===== src/rtl/wpc_pkg.sv =====
package wpc_pkg;

    typedef enum logic [2:0] {
        M_NORMAL, M_EXTEST, M_PRELOAD, M_CLAMP, M_SAFE, M_RING, M_SCAN
    } mode_e;

    typedef enum logic [1:0] {P_BYPASS, P_BOUND, P_CHAIN} path_e;

    typedef enum logic [1:0] {F_CORE, F_UPD, F_SAFE} fo_e;

    typedef struct packed {
        path_e path;
        fo_e   fo;
        logic  quiet;
        logic  inward;
    } cfg_t;

    function automatic cfg_t cfg_of(mode_e m);
        cfg_t c;
        c = '{path: P_BYPASS, fo: F_CORE, quiet: 1'b0, inward: 1'b0};
        case (m)
            M_EXTEST:  begin c.path = P_BOUND;  c.fo = F_UPD;  end
            M_PRELOAD: begin c.path = P_BOUND;  c.fo = F_CORE; c.quiet = 1'b1; end
            M_CLAMP:   begin c.path = P_BYPASS; c.fo = F_UPD;  c.quiet = 1'b1; end
            M_SAFE:    begin c.path = P_BYPASS; c.fo = F_SAFE; c.quiet = 1'b1; end
            M_RING:    begin c.path = P_BOUND;  c.fo = F_SAFE; c.quiet = 1'b1; c.inward = 1'b1; end
            M_SCAN:    begin c.path = P_CHAIN;  c.fo = F_SAFE; c.quiet = 1'b1; c.inward = 1'b1; end
            default:   c = c;
        endcase
        return c;
    endfunction

endpackage


===== src/rtl/wpc_decode.sv =====
module wpc_decode
    import wpc_pkg::*;
#(
    parameter int IR_W = 3,
    parameter logic [IR_W-1:0] OP_NORMAL  = 3'd0,
    parameter logic [IR_W-1:0] OP_EXTEST  = 3'd1,
    parameter logic [IR_W-1:0] OP_PRELOAD = 3'd2,
    parameter logic [IR_W-1:0] OP_CLAMP   = 3'd3,
    parameter logic [IR_W-1:0] OP_SAFE    = 3'd4,
    parameter logic [IR_W-1:0] OP_RING    = 3'd5,
    parameter logic [IR_W-1:0] OP_SCAN    = 3'd6
) (
    input  logic            clk,
    input  logic            rst,
    input  logic            load,
    input  logic [IR_W-1:0] code,
    output mode_e           mode
);

    mode_e next_mode;

    always_comb begin
        if      (code == OP_EXTEST)  next_mode = M_EXTEST;
        else if (code == OP_PRELOAD) next_mode = M_PRELOAD;
        else if (code == OP_CLAMP)   next_mode = M_CLAMP;
        else if (code == OP_SAFE)    next_mode = M_SAFE;
        else if (code == OP_RING)    next_mode = M_RING;
        else if (code == OP_SCAN)    next_mode = M_SCAN;
        else                         next_mode = M_NORMAL; // OP_NORMAL and unknown codes
    end

    always_ff @(posedge clk) begin
        if (rst)       mode <= M_NORMAL;
        else if (load) mode <= next_mode;
    end

    a_r2_mode_hold: assert property (@(posedge clk) disable iff (rst)
        !load |=> $stable(mode));

endmodule


===== src/rtl/wpc_bypass.sv =====
module wpc_bypass (
    input  logic clk,
    input  logic rst,
    input  logic en,
    input  logic capture,
    input  logic shift,
    input  logic si,
    output logic so
);

    logic bit_q;

    always_ff @(posedge clk) begin
        if (rst)               bit_q <= 1'b0;
        else if (en && capture) bit_q <= 1'b0;
        else if (en && shift)   bit_q <= si;
    end

    assign so = bit_q;

    a_r11_bypass_capture_zero: assert property (@(posedge clk) disable iff (rst)
        (en && capture) |=> !so);

endmodule


===== src/rtl/wpc_bound.sv =====
module wpc_bound #(
    parameter int N = 8
) (
    input  logic         clk,
    input  logic         rst,
    input  logic         en,
    input  logic         capture,
    input  logic         shift,
    input  logic         update,
    input  logic         si,
    input  logic [N-1:0] par_in,
    output logic [N-1:0] upd_q,
    output logic         so
);

    logic [N-1:0] sh_q;

    always_ff @(posedge clk) begin
        if (rst) begin
            sh_q  <= '0;
            upd_q <= '0;
        end else if (en) begin
            if (capture)     sh_q  <= par_in;
            else if (shift)  sh_q  <= {si, sh_q[N-1:1]};
            else if (update) upd_q <= sh_q;
        end
    end

    assign so = sh_q[0];

    a_r12_idle_hold: assert property (@(posedge clk) disable iff (rst)
        !en |=> ($stable(sh_q) && $stable(upd_q)));

    a_r11_update_copy: assert property (@(posedge clk) disable iff (rst)
        (en && update && !capture && !shift) |=> (upd_q == $past(sh_q)));

endmodule


===== src/rtl/wrapper_path_ctrl.sv =====
module wrapper_path_ctrl
    import wpc_pkg::*;
#(
    parameter int IR_W = 3,
    parameter int N_FO = 8,
    parameter logic [N_FO-1:0] SAFE_VAL = 8'hA5,
    parameter logic [IR_W-1:0] OP_NORMAL  = 3'd0,
    parameter logic [IR_W-1:0] OP_EXTEST  = 3'd1,
    parameter logic [IR_W-1:0] OP_PRELOAD = 3'd2,
    parameter logic [IR_W-1:0] OP_CLAMP   = 3'd3,
    parameter logic [IR_W-1:0] OP_SAFE    = 3'd4,
    parameter logic [IR_W-1:0] OP_RING    = 3'd5,
    parameter logic [IR_W-1:0] OP_SCAN    = 3'd6
) (
    input  logic            clk,
    input  logic            rst,
    input  logic            wsi,
    input  logic            shift_en,
    input  logic            capture_en,
    input  logic            update_en,
    input  logic            sel_ir,
    input  logic [IR_W-1:0] ir_in,
    input  logic            ir_so,
    input  logic [N_FO-1:0] core_out,
    input  logic            chain_so,
    output logic            wso,
    output logic [N_FO-1:0] func_out,
    output logic            chain_si,
    output logic            chain_shift,
    output logic            core_quiet,
    output logic            wbr_inward
);

    mode_e           mode;
    cfg_t            cfg;
    logic            dr_sel;
    logic            bound_en;
    logic            byp_en;
    logic            bound_so;
    logic            byp_so;
    logic [N_FO-1:0] upd_q;

    wpc_decode #(
        .IR_W(IR_W), .OP_NORMAL(OP_NORMAL), .OP_EXTEST(OP_EXTEST),
        .OP_PRELOAD(OP_PRELOAD), .OP_CLAMP(OP_CLAMP), .OP_SAFE(OP_SAFE),
        .OP_RING(OP_RING), .OP_SCAN(OP_SCAN)
    ) u_decode (
        .clk  (clk),
        .rst  (rst),
        .load (sel_ir && update_en),
        .code (ir_in),
        .mode (mode)
    );

    assign cfg      = cfg_of(mode);
    assign dr_sel   = !sel_ir;
    assign bound_en = dr_sel && (cfg.path != P_BYPASS);
    assign byp_en   = dr_sel && (cfg.path == P_BYPASS);

    wpc_bypass u_bypass (
        .clk     (clk),
        .rst     (rst),
        .en      (byp_en),
        .capture (capture_en),
        .shift   (shift_en),
        .si      (wsi),
        .so      (byp_so)
    );

    wpc_bound #(.N(N_FO)) u_bound (
        .clk     (clk),
        .rst     (rst),
        .en      (bound_en),
        .capture (capture_en),
        .shift   (shift_en),
        .update  (update_en),
        .si      (wsi),
        .par_in  (core_out),
        .upd_q   (upd_q),
        .so      (bound_so)
    );

    always_comb begin
        if (sel_ir) wso = ir_so;
        else begin
            case (cfg.path)
                P_BOUND: wso = bound_so;
                P_CHAIN: wso = chain_so;
                default: wso = byp_so;
            endcase
        end
    end

    always_comb begin
        case (cfg.fo)
            F_UPD:   func_out = upd_q;
            F_SAFE:  func_out = SAFE_VAL;
            default: func_out = core_out;
        endcase
    end

    assign chain_si    = bound_so;
    assign chain_shift = dr_sel && shift_en && (cfg.path == P_CHAIN);
    assign core_quiet  = cfg.quiet;
    assign wbr_inward  = cfg.inward;

    a_r5_clamp_hold: assert property (@(posedge clk) disable iff (rst)
        (mode == M_CLAMP && !(sel_ir && update_en)) |=> $stable(func_out));

    a_r9_chain_needs_inward: assert property (@(posedge clk) disable iff (rst)
        chain_shift |-> wbr_inward);

    a_r4_safe_const: assert property (@(posedge clk) disable iff (rst)
        (mode == M_SAFE) |-> (func_out == SAFE_VAL));

    a_r6_preload_passthru: assert property (@(posedge clk) disable iff (rst)
        (mode == M_PRELOAD) |-> (func_out == core_out));

    always_comb begin
        if (!rst) a_r10_quiet_excl: assert (!(core_quiet && mode == M_EXTEST));
    end

endmodule


===== config.mk =====
export PLATFORM = sky130hd
export DESIGN_NAME = wrapper_path_ctrl
export DESIGN_NICKNAME = d
export VERILOG_FILES = /design/src/rtl/wpc_pkg.sv /design/src/rtl/wpc_decode.sv /design/src/rtl/wpc_bypass.sv /design/src/rtl/wpc_bound.sv /design/src/rtl/wrapper_path_ctrl.sv
export SDC_FILE = /design/constraint.sdc
export NUM_CORES = 1
export LEC_CHECK = 0
export BUFFER_PORTS_ARGS = -buffer_cell sky130_fd_sc_hd__buf_2
export CORE_AREA = 2 2 61 63
export DETAILED_ROUTE_END_ITERATION = 8
export DIE_AREA = 0 0 63 65
export RECOVER_POWER = 25
export SLEW_MARGIN = 20
export SYNTH_ARGS = -nofsm -noshare
export SYNTH_HDL_FRONTEND = slang
export SYNTH_SLANG_ARGS = --single-unit

===== constraint.sdc =====
create_clock -name clk -period 3.5 [get_ports clk]
set_input_delay 0.35 -clock clk [delete_from_list [all_inputs] [get_ports clk]]
set_output_delay 0.35 -clock clk [all_outputs]
set_load 0.01 [all_outputs]

==> reports/metrics.csv, run 1 <==
stage,metric,value,unit
outcome,result of the run,completed,
cells_and_area,synthesis-to-layout area growth,16.67,%
route,Antenna Nets Post-Route,0,
logic_synthesis,largest family of logic cells by synthesized area,simple AND/OR/NAND/NOR gates,
timing,final number of hold-violating endpoints,0,
pwr,switching power of the nets,120.6,uW
timing,setup TNS,0,ns
floorplan,width of the die,63,um
cts,clock input transition at the sequential cells of the worst setup and hold paths,0.12,ns
logic_synthesis,number of distinct library cells after synthesis,28,
floorplan,count of pins on the block boundary,33,
critical_path,R2R Setup Slk,1.59,ns
logic_synthesis,Mapped Cells,146,
pwr,switching part of the total power,26.68,%
timing,max_slew headroom,33.25,%
critical_path,critical path's slowest cell,dfxtp_1,
floorplan,area of the core region,0.003496,sq mm
cts,Resize count post-CTS,0,
global_route,largest net degree at the start of global routing,29,
timing,hold_ws,0.3223,ns
timing,final number of max-transition violations,0,
timing,setup repair after global routing missed its margin,false,
critical_path,worst flop-to-flop path endpoint,u_bound.upd_q[7],
placement,quantity of I/O buffers inserted on ports,32,
pwr,total leakage power,0.0006145,uW
critical_path,Crit Path Max Fanout,16,
min_path,path category of the worst min-delay check,primary input to flip-flop,
cells_and_area,Diodes inserted,0,
cells_and_area,final net count,195,
critical_path,worst endpoint required time,3.15,ns
global_route,vias in the first global route,1021,
timing,final setup margin,1.285,ns
timing,Tcrit/Tclk final,63.29,%
route,average wire per cell in the routed design,12.42,um
global_route,global routing usage summed across all routing layers,14.68,%
min_path,end of the worst hold path,u_decode.mode[0],
route,first-pass detailed-route iteration total,4,
route,detail-routed via count per cell,5.000,
cts,number of H-tree levels,1,
placement,dpl hpwl,2.036,mm
job,max-cap check violation count,0,
critical_path,number of buffer and inverter stages on the critical path,1,
logic_synthesis,Synth Warn #,0,
cts,number of sinks handled by clock tree synthesis,20,
timing,highest clock rate,451.4,MHz
cts,Num CTS Buffers,3,
timing,worst-margin pin slew,0.9878,ns
min_path,worst hold start,ir_in[0],
critical_path,top cell family by delay on the critical path,flip-flops,
critical_path,CP Data Arrival Time,1.87,ns
cts,maximum number of buffers from clock root to sink,2,
logic_synthesis,combined area of all synthesized cells,0.001209,sq mm
pwr,worst IR drop on VDD,249.0,uV
cts,root buffer selected by CTS,clkbuf_4,
cts,clock tree from TritonCTS,done,
route,count of vias placed by the detailed router,1100,
critical_path,origin of the critical flop-to-flop path,u_decode.mode[0],
timing,crit path time final,2.215,ns
critical_path,slowest cell delay on critical path,0.46,ns
critical_path,critical-path cell list,nor2b_1 -> ha_1 -> o21ai_0 -> buf_2,
pwr,part of the total power dissipated in combinational logic,18.1,%
critical_path,startpoint class of the critical path,flip-flop,
cells_and_area,share of layout cells above drive strength 1,25.00,%
pwr,part of the power in the clock network,30.0,%
logic_synthesis,#FFs+latches synth,20,
logic_synthesis,fraction of synthesized area in multiplexers,19.88,%
min_path,Hold Crit Depth,3,
timing,final count of negative-setup-slack endpoints,0,
floorplan,site row count,22,
cts,hold buffers post-CTS,0,
route,Iteration-0 DRC Markers,57,
global_route,wire length of the first global-routing pass,4.747,mm
route,DR DRC count,0,
critical_path,endpoint class of the critical path,output port,
cts,worst skew pair latency,0.30,ns
global_route,residual overflow from global routing,0,
floorplan,die boundary height,65,um
logic_synthesis,syn nets,168,
pwr,pwr dens,320.4,mW/mm^2
floorplan,total die area,0.004095,sq mm
logic_synthesis,Adder-Cell Fraction of Synth Area,2.070,%
critical_path,critical path type,flip-flop to output port,
placement,final weighted congestion in routability-driven placement,0.8379,
floorplan,effective utilization at floorplan,34.57,%
pwr,part of the total power dissipated in sequential elements,51.9,%
timing,Clock Skew,0.007115,ns
pwr,internal power contribution,331.3,uW
cts,Setup Buffers After CTS,0,
logic_synthesis,area share of and/or/nand/nor cells after synthesis,28.99,%
logic_synthesis,fraction of the yosys area taken by sequential cells,33.13,%
global_route,antenna violations before repair,0,
critical_path,total stage count of the critical path,4,
logic_synthesis,per-instance average area after synthesis,8.278,sq um
route,wire length after detailed routing,2.733,mm
placement,setup slack at placement,1.471,ns
logic_synthesis,XOR/XNOR Fraction of Synth Area,1.346,%
logic_synthesis,Synth Area in Compound Gates,9.627,%
critical_path,number of cells traversed by the worst register-to-register path,3,
[cell usage after synthesis]
library cell / n / area, sq um
nor3b_1: 1 / 7.510
nand4bb_1: 1 / 11.26
nand2_1: 22 / 82.58
ha_1: 2 / 25.02
o41ai_1: 1 / 8.760
a221oi_1: 1 / 8.760
nor3_2: 1 / 10.01
mux2i_1: 24 / 240.2
or2_2: 8 / 50.05
nand2b_1: 16 / 100.1
nand4_1: 3 / 18.77
nor2b_1: 5 / 31.28
clkbuf_1: 6 / 22.52
inv_1: 5 / 18.77
a21oi_1: 8 / 40.04
nand4b_1: 1 / 8.760
dfxtp_1: 20 / 400.4
nor3_1: 1 / 5.000
buf_2: 2 / 10.01
nor2_1: 1 / 3.750
buf_1: 1 / 3.750
nor4bb_1: 1 / 10.01
clkbuf_2: 1 / 5.000
xnor2_2: 1 / 16.27
or3_1: 1 / 6.260
nand3_1: 1 / 5.000
o21ai_0: 10 / 50.05
a32oi_1: 1 / 8.760
[stage by stage]
step | power [uW] | area (sq um) | cells | util, %
after global placement | 321.2 | 1388 | 216 | 39.69
after detailed placement | 322.6 | 1388 | 216 | 39.69
after floorplan | 291.2 | 1209 | 146 | -
final | 451.9 | 1410 | 220 | 40.34
after CTS | 459.6 | 1424 | 220 | 40.73
after global routing | 478.9 | 1410 | 220 | 40.34
[cells in the final DEF (no fill, tap or decap), types with 2 or more instances in the layout]
cell type  netlist  layout
nor3_1           1       2
nand2_1         22      22
ha_1             2       2
or2_2            8       8
clkbuf_4         0       3
inv_1            5       5
nand2b_1        16      16
nor2b_1          5       5
dfxtp_1         20      20
mux2i_1         24      24
a21oi_1          8       8
o21ai_0         10      10
nand4_1          3       3
buf_2            2      31
[power groups by stage]
| stage | Clock (uW) | Sequential (uW) | Combinational, uW |
|---|---|---|---|
| finish | 136 | 234 | 81.8 |
| global route | 152 | 235 | 91.4 |
| CTS | 142 | 235 | 83.3 |
| detailed placement | 0 | 240 | 82.7 |
| global placement | 0 | 240 | 81.4 |
| floorplan | 0 | 239 | 52.1 |
[worst register-to-register path, stage by stage (launching register included)]
cell and delay [ns]:
dfxtp_1 0.46, xnor2_1 0.24, nor4bb_1 0.89, mux2i_1 0.26
[layout make-up]
cell class                      instances  area (sq um)
Clock buffer                            4         36.28
Fill cell                             394          2086
Inverter                                5         18.77
Multi-Input combinational cell        111         735.7
Sequential cell                        20         400.4
Tap cell                               48         60.06
Timing Repair Buffer                   32         158.9
[how the worst max path moves through the flow]
stage                      from               end
5_1_grt        u_decode.mode[0]       func_out[4]
3_5_place_dp         capture_en  u_bound.upd_q[6]
6_report       u_decode.mode[0]       func_out[7]
4_1_cts        u_decode.mode[0]       func_out[2]
2_1_floorplan  u_decode.mode[0]       func_out[4]
3_3_place_gp         capture_en  u_bound.upd_q[5]
[cells by family after synthesis]
group,after synthesis
fa+ha+maj,2
simple gates,63
compound gates,21
flops,20
mux,24
buf+inv,15
xor+xnor,1
[registers in the layout, summed over array words and instances, names as in the netlist]
register / cells
u_bound.upd_q: 8
u_decode.mode: 3
u_bound.sh_q: 8
u_bypass.so: 1
[layer usage]
metal	track usage, %	up-vias	share of wire [%]
met5	0	-	0
met4	3.611	0	0.77
met3	4.688	2	6.5
met2	21.94	33	42
met1	20.36	514	50
li1	-	551	-
Note: power is estimated with default switching activity, not from simulation.
==> run 2: changes to the inputs <==
Settings changed: ABC_AREA from default to 1, CORE_AREA 2 2 61 63 to 2 2 60 62, DIE_AREA 0 0 63 65 to 0 0 62 64.
Clock period 3.5 ns to 2 ns, I/O delays scaled along.
==> run 2 against run 1 <==
Register-to-register slack worse by 1.3 ns; first-iteration DRC count up 74%; cell count is 23% higher; sequential power up 80%; global-route usage up 0.35 points.
==> reports/metrics.csv, run 2 <==
stage,metric,value,unit
outcome,result of the run,completed,
logic_synthesis,Mapped Cells,196,
timing,hold_ws,0.08086,ns
global_route,residual overflow from global routing,0,
cts,number of H-tree levels,1,
placement,dpl hpwl,2.176,mm
cts,Setup Buffers After CTS,0,
logic_synthesis,syn nets,218,
cts,maximum number of buffers from clock root to sink,2,
global_route,largest net degree at the start of global routing,18,
cells_and_area,cell area after layout,0.001420,sq mm
floorplan,width of the die,62,um
timing,setup repair after global routing missed its margin,false,
job,max-cap check violation count,0,
global_route,global routing usage summed across all routing layers,15.03,%
floorplan,total die area,0.003968,sq mm
global_route,vias in the first global route,1025,
cts,clock input transition at the sequential cells of the worst setup and hold paths,0.12,ns
logic_synthesis,share of synthesized registers carrying an async set or reset,0,%
route,count of vias placed by the detailed router,1195,
critical_path,startpoint class of the critical path,flip-flop,
logic_synthesis,Synth top area share,33.33,%
logic_synthesis,Synth area leader,dfxtp_1,
logic_synthesis,per-instance average area after synthesis,6.128,sq um
timing,setup TNS,0,ns
critical_path,critical path's slowest cell,dfxtp_2,
logic_synthesis,#FFs+latches synth,20,
timing,final number of hold-violating endpoints,0,
logic_synthesis,"Top FF cell, synth",dfxtp_1,
logic_synthesis,fraction of the yosys area taken by sequential cells,33.33,%
timing,final count of negative-setup-slack endpoints,0,
route,wire length after detailed routing,2.794,mm
timing,crit path time final,1.878,ns
logic_synthesis,Synth Warn #,0,
cts,root buffer selected by CTS,clkbuf_4,
critical_path,slowest cell delay on critical path,0.38,ns
cells_and_area,synthesis-to-layout area growth,18.23,%
timing,worst-margin pin slew,0.5759,ns
route,average wire per cell in the routed design,10.31,um
critical_path,worst endpoint required time,1.80,ns
route,Iteration-0 DRC Markers,99,
critical_path,critical path type,flip-flop to output port,
logic_synthesis,synth cell count leaders,"nand2_1, nor2_1, dfxtp_1, inv_1, nand4_1",
logic_synthesis,number of distinct library cells after synthesis,21,
cells_and_area,most used cells in the layout excluding fill and tap cells,"nand2_1, nor2_1, buf_2",
cells_and_area,area taken by flip-flops and latches,406.6,sq um
placement,final weighted congestion in routability-driven placement,0.7850,
placement,setup slack at placement,0.3466,ns
pwr,pwr dens,672.9,mW/mm^2
timing,highest clock rate,532.4,MHz
cells_and_area,Diodes inserted,0,
timing,max_slew headroom,61.50,%
cells_and_area,# fillers,363,
cells_and_area,Top Registers,"u_bound.sh_q: 8 flops, u_bound.upd_q: 8 flops, u_decode.mode: 3 flops",
timing,Tcrit/Tclk final,93.91,%
global_route,antenna violations before repair,0,
timing,final setup margin,0.1218,ns
cts,clock tree from TritonCTS,done,
placement,DP Area,0.001375,sq mm
cts,hold buffers post-CTS,0,
critical_path,CP Data Arrival Time,1.68,ns
route,detail-routed via count per cell,4.410,
cells_and_area,multi-input logic area,670.6,sq um
timing,Clock Skew,0.001322,ns
placement,quantity of I/O buffers inserted on ports,32,
min_path,path category of the worst min-delay check,primary input to flip-flop,
floorplan,site row count,21,
global_route,wire length of the first global-routing pass,4.533,mm
floorplan,area of the core region,0.003284,sq mm
cts,Num CTS Buffers,3,
route,first-pass detailed-route iteration total,4,
floorplan,die boundary height,64,um
timing,final number of max-transition violations,0,
logic_synthesis,number of enable-type register cells in the synthesized netlist,0,
critical_path,endpoint class of the critical path,output port,
logic_synthesis,combined area of all synthesized cells,0.001201,sq mm
pwr,worst IR drop on VDD,216.0,uV
floorplan,count of pins on the block boundary,33,
cells_and_area,"most common cell after layout, fill and taps aside",nand2_1,
route,DR DRC count,0,
floorplan,effective utilization at floorplan,36.57,%
route,Antenna Nets Post-Route,0,
pwr,total leakage power,0.0007168,uW
cells_and_area,share of layout cells above drive strength 1,21.33,%
critical_path,critical-path cell list,inv_2 -> nor2_1 -> ha_2 -> nor2_2 -> a21oi_1 -> buf_2,
cts,worst skew pair latency,0.31,ns
cells_and_area,fraction of the core area covered by cells at the end of the flow,43.24,%
critical_path,number of cells traversed by the worst register-to-register path,6,
cells_and_area,final net count,248,
logic_synthesis,biggest area contributors in the synthesized netlist,"dfxtp_1, nand2_1, nor2_1",
logic_synthesis,top-count cell post-synth,nand2_1,
critical_path,Crit Path Max Fanout,6,
cts,number of sinks handled by clock tree synthesis,20,
min_path,Hold Crit Depth,2,
## run 2: cell types whose count changed in the layout (fill, tap and decap cells not counted), moves of 5 or more
cell	previous run	this run
mux2i_1	24	0
inv_1	5	15
nand2b_1	16	0
nor2_1	1	37
nand4_1	3	11
nand2_1	22	64
or2_2	8	0
nand3_1	1	9
nor2b_1	5	0
## run 2: per-layer routing
metal,part of all wire (%),track usage [%],vias up
li1,-,-,677
met1,54,23.05,491
met2,40,20.96,22
met3,4.9,2.429,5
met4,1.4,4.787,0
met5,0,0,-
## run 2: logic make-up after synthesis
| group | Yosys count | synth area share, % |
|---|---|---|
| buffers and inverters | 26 | 9.583 |
| DFF | 20 | 33.33 |
| adders and majority gates | 2 | 2.083 |
| AOI/OAI and AO/OA | 20 | 8.542 |
| and+or+nand+nor | 128 | 46.46 |
## run 2: worst paths after layout
path	startpoint	to	slack, ns
min	rst	u_decode.mode[2]	0.08
max	u_decode.mode[0]	func_out[7]	0.12
max reg2reg	u_decode.mode[0]	u_bound.sh_q[7]	0.27
min reg2reg	u_bypass.so	u_bypass.so	0.49
## run 2: critical path: cells and delay by family (launching register included)
kind / cells / cell delay [ns]
compound gates: 1 / 0.09
fa+ha+maj: 1 / 0.34
buf+inv: 2 / 0.21
flops: 1 / 0.38
simple gates: 2 / 0.33
## run 2: final cells by class
class | count | share of cell area, %
tap | 46 | 4.053
inverter | 19 | 5.198
clock inverter | 1 | 2.115
sequential | 20 | 28.63
multi-input combinational | 150 | 47.22
timing repair buffer | 32 | 11.19
clock buffer | 3 | 1.586
## run 2: power breakdown
| group | switching (uW) | leakage (uW) | internal (uW) |
|---|---|---|---|
| clock network | 137 | 0.0000279 | 203 |
| registers | 8.02 | 0.000164 | 413 |
| logic | 124 | 0.000525 | 70.6 |
| total | 269 | 0.000717 | 686 |
## run 2: what timing repair did
action                     4_1_cts  5_1_grt
setup endpoints to repair        4        8
pin swaps                        0        0
gates resized for setup          2        6
## run 2: per-stage QoR
step,total power [uW],cells
after global routing,1014,271
after global placement,625.9,267
after detailed placement,626.1,267
final,955.6,271
after floorplan,562.7,196
after CTS,964.7,271
==> run 3: changes to the inputs <==
Settings changed: CELL_PAD_IN_SITES_DETAIL_PLACEMENT from default to 0, CELL_PAD_IN_SITES_GLOBAL_PLACEMENT from default to 1, CORE_AREA 2 2 60 62 to 2 2 66 68, DIE_AREA 0 0 62 64 to 0 0 68 70, PLACE_DENSITY_LB_ADDON from default to 0.1.
==> run 3 against run 2 <==
Hold slack improved by 0.058 ns; sequential cell count did not move; die area increased by 20%; non-clock buffer count did not move; largest cell class unchanged.
==> reports/metrics.csv, run 3 (synthesized netlist as in run 2, its figures left out) <==
stage,metric,value,unit
timing,Clock Skew,0.003483,ns
cells_and_area,multi-input logic area,673.1,sq um
cells_and_area,Diodes inserted,0,
cts,worst skew pair latency,0.25,ns
critical_path,startpoint class of the critical path,flip-flop,
floorplan,count of pins on the block boundary,33,
global_route,global routing usage summed across all routing layers,14.21,%
cts,Resize count post-CTS,0,
timing,setup TNS,0,ns
pwr,worst IR drop on VDD,396.5,uV
critical_path,total stage count of the critical path,7,
global_route,vias in the first global route,1146,
floorplan,site row count,24,
global_route,largest net degree at the start of global routing,18,
placement,dpl hpwl,2.467,mm
global_route,GR met2 Demand/Resource,21.04,%
cts,maximum number of buffers from clock root to sink,2,
timing,Tcrit/Tclk final,91.98,%
timing,highest clock rate,543.6,MHz
cts,clock input transition at the sequential cells of the worst setup and hold paths,0.07,ns
critical_path,slowest cell delay on critical path,0.38,ns
min_path,Hold Crit Depth,2,
critical_path,endpoint class of the critical path,output port,
route,detail-routed via count per cell,4.558,
cts,number of H-tree levels,1,
cells_and_area,final net count,248,
global_route,met1 layer usage reported by global route,20.52,%
cells_and_area,most used cells in the layout excluding fill and tap cells,"nand2_1, nor2_1, buf_2",
cells_and_area,synthesis-to-layout area growth,17.71,%
route,first-pass detailed-route iteration total,4,
timing,max_slew headroom,64.17,%
cells_and_area,share of layout cells above drive strength 1,20.54,%
floorplan,area of the core region,0.004144,sq mm
placement,final weighted congestion in routability-driven placement,0.7568,
route,average wire per cell in the routed design,11.06,um
pwr,switching part of the total power,29.89,%
floorplan,width of the die,68,um
cts,hold buffers post-CTS,0,
pwr,part of the total power dissipated in combinational logic,22.1,%
global_route,global routing usage on met3,4.026,%
critical_path,number of cells traversed by the worst register-to-register path,7,
critical_path,worst endpoint required time,1.80,ns
cells_and_area,# fillers,477,
pwr,pwr dens,622.6,mW/mm^2
global_route,wire length of the first global-routing pass,5.244,mm
route,Iteration-0 DRC Markers,84,
floorplan,total die area,0.004760,sq mm
global_route,antenna violations before repair,0,
cells_and_area,"most common cell after layout, fill and taps aside",nand2_1,
global_route,Most Crowded Layer GR,met2,
critical_path,number of buffer and inverter stages on the critical path,2,
cts,clock tree from TritonCTS,done,
critical_path,critical path's slowest cell,ha_1,
floorplan,effective utilization at floorplan,28.99,%
placement,quantity of I/O buffers inserted on ports,32,
pwr,total leakage power,0.0007127,uW
route,wire length after detailed routing,3.053,mm
pwr,part of the power in the clock network,29.9,%
timing,final count of negative-setup-slack endpoints,0,
min_path,path category of the worst min-delay check,primary input to flip-flop,
critical_path,top cell family by delay on the critical path,adder cells,
pwr,internal power contribution,617.2,uW
outcome,result of the run,completed,
global_route,residual overflow from global routing,0,
cells_and_area,Top Registers,"u_bound.sh_q: 8 flops, u_bound.upd_q: 8 flops, u_decode.mode: 3 flops",
cells_and_area,area taken by flip-flops and latches,404.1,sq um
cts,number of sinks handled by clock tree synthesis,20,
route,count of vias placed by the detailed router,1258,
timing,final number of hold-violating endpoints,0,
critical_path,CP Data Arrival Time,1.64,ns
critical_path,Crit Path Max Fanout,8,
route,Antenna Nets Post-Route,0,
critical_path,critical-path cell list,nand2_1 -> nand2_1 -> ha_1 -> inv_2 -> nor2_1 -> a21oi_1 -> buf_2,
timing,hold_ws,0.1385,ns
pwr,part of the total power dissipated in sequential elements,48.0,%
timing,crit path time final,1.840,ns
route,DR DRC count,0,
critical_path,CP most frequent cell,nand2_1,
timing,worst-margin pin slew,0.5354,ns
floorplan,die boundary height,70,um
cts,root buffer selected by CTS,clkbuf_8,
critical_path,critical path type,flip-flop to output port,
cts,Num CTS Buffers,3,
job,max-cap check violation count,0,
critical_path,R2R Setup Slk,0.33,ns
pwr,switching power of the nets,263.1,uW
timing,final number of max-transition violations,0,
cts,Setup Buffers After CTS,0,
==> run 3: cell count changes in the layout (fill, tap and decap cells not counted), sizes merged <==
cell / change
bufinv: -1
==> run 3: final cells by class <==
class | instances | area share (%)
Multi-Input combinational cell | 150 | 47.61
Clock buffer | 3 | 2.920
Inverter | 19 | 5.044
Sequential cell | 20 | 28.58
Timing Repair Buffer | 32 | 11.24
Tap cell | 52 | 4.602
==> run 3: metal layers <==
layer	vias up	share of wire, %	routed length [um]
met5	-	0	0
met4	0	0.62	19
met3	2	4.6	139
met2	20	44	1345
met1	557	51	1549
li1	679	-	-
==> run 3: metrics by stage <==
stage                     std cells  worst slack, ns  instance area (sq um)  utilization (%)  power, uW
after global routing            276         -0.01144                   1414            34.12      945.9
after detailed placement        273           0.3091                   1383            33.36      629.2
after CTS                       276          0.02087                   1424            34.36      898.4
final                           276           0.1605                   1414            34.12      880.3
after floorplan                 196           0.5067                   1201                -      562.7
after global placement          273           0.3488                   1383            33.36      628.0
==> run 3: worst reg2reg max path, stage by stage (launching register included) <==
cell	delay (ns)
dfxtp_2	0.35
inv_2	0.11
nand2_2	0.06
nand2_1	0.35
nand2_1	0.10
nor2_1	0.44
nor2_1	0.08
nor2_1	0.12
==> run 3: worst paths after layout <==
path                     from          endpoint
max          u_decode.mode[1]       func_out[0]
max reg2reg  u_decode.mode[0]  u_bound.upd_q[4]
min reg2reg       u_bypass.so       u_bypass.so
min                       rst  u_decode.mode[2]
==> run 3: power groups by stage <==
stage	logic, uW	clock network, uW	registers, uW
after detailed placement	198	0	431
after global routing	223	298	425
final	195	263	423
after CTS	199	278	422
after floorplan	133	0	430
after global placement	197	0	431
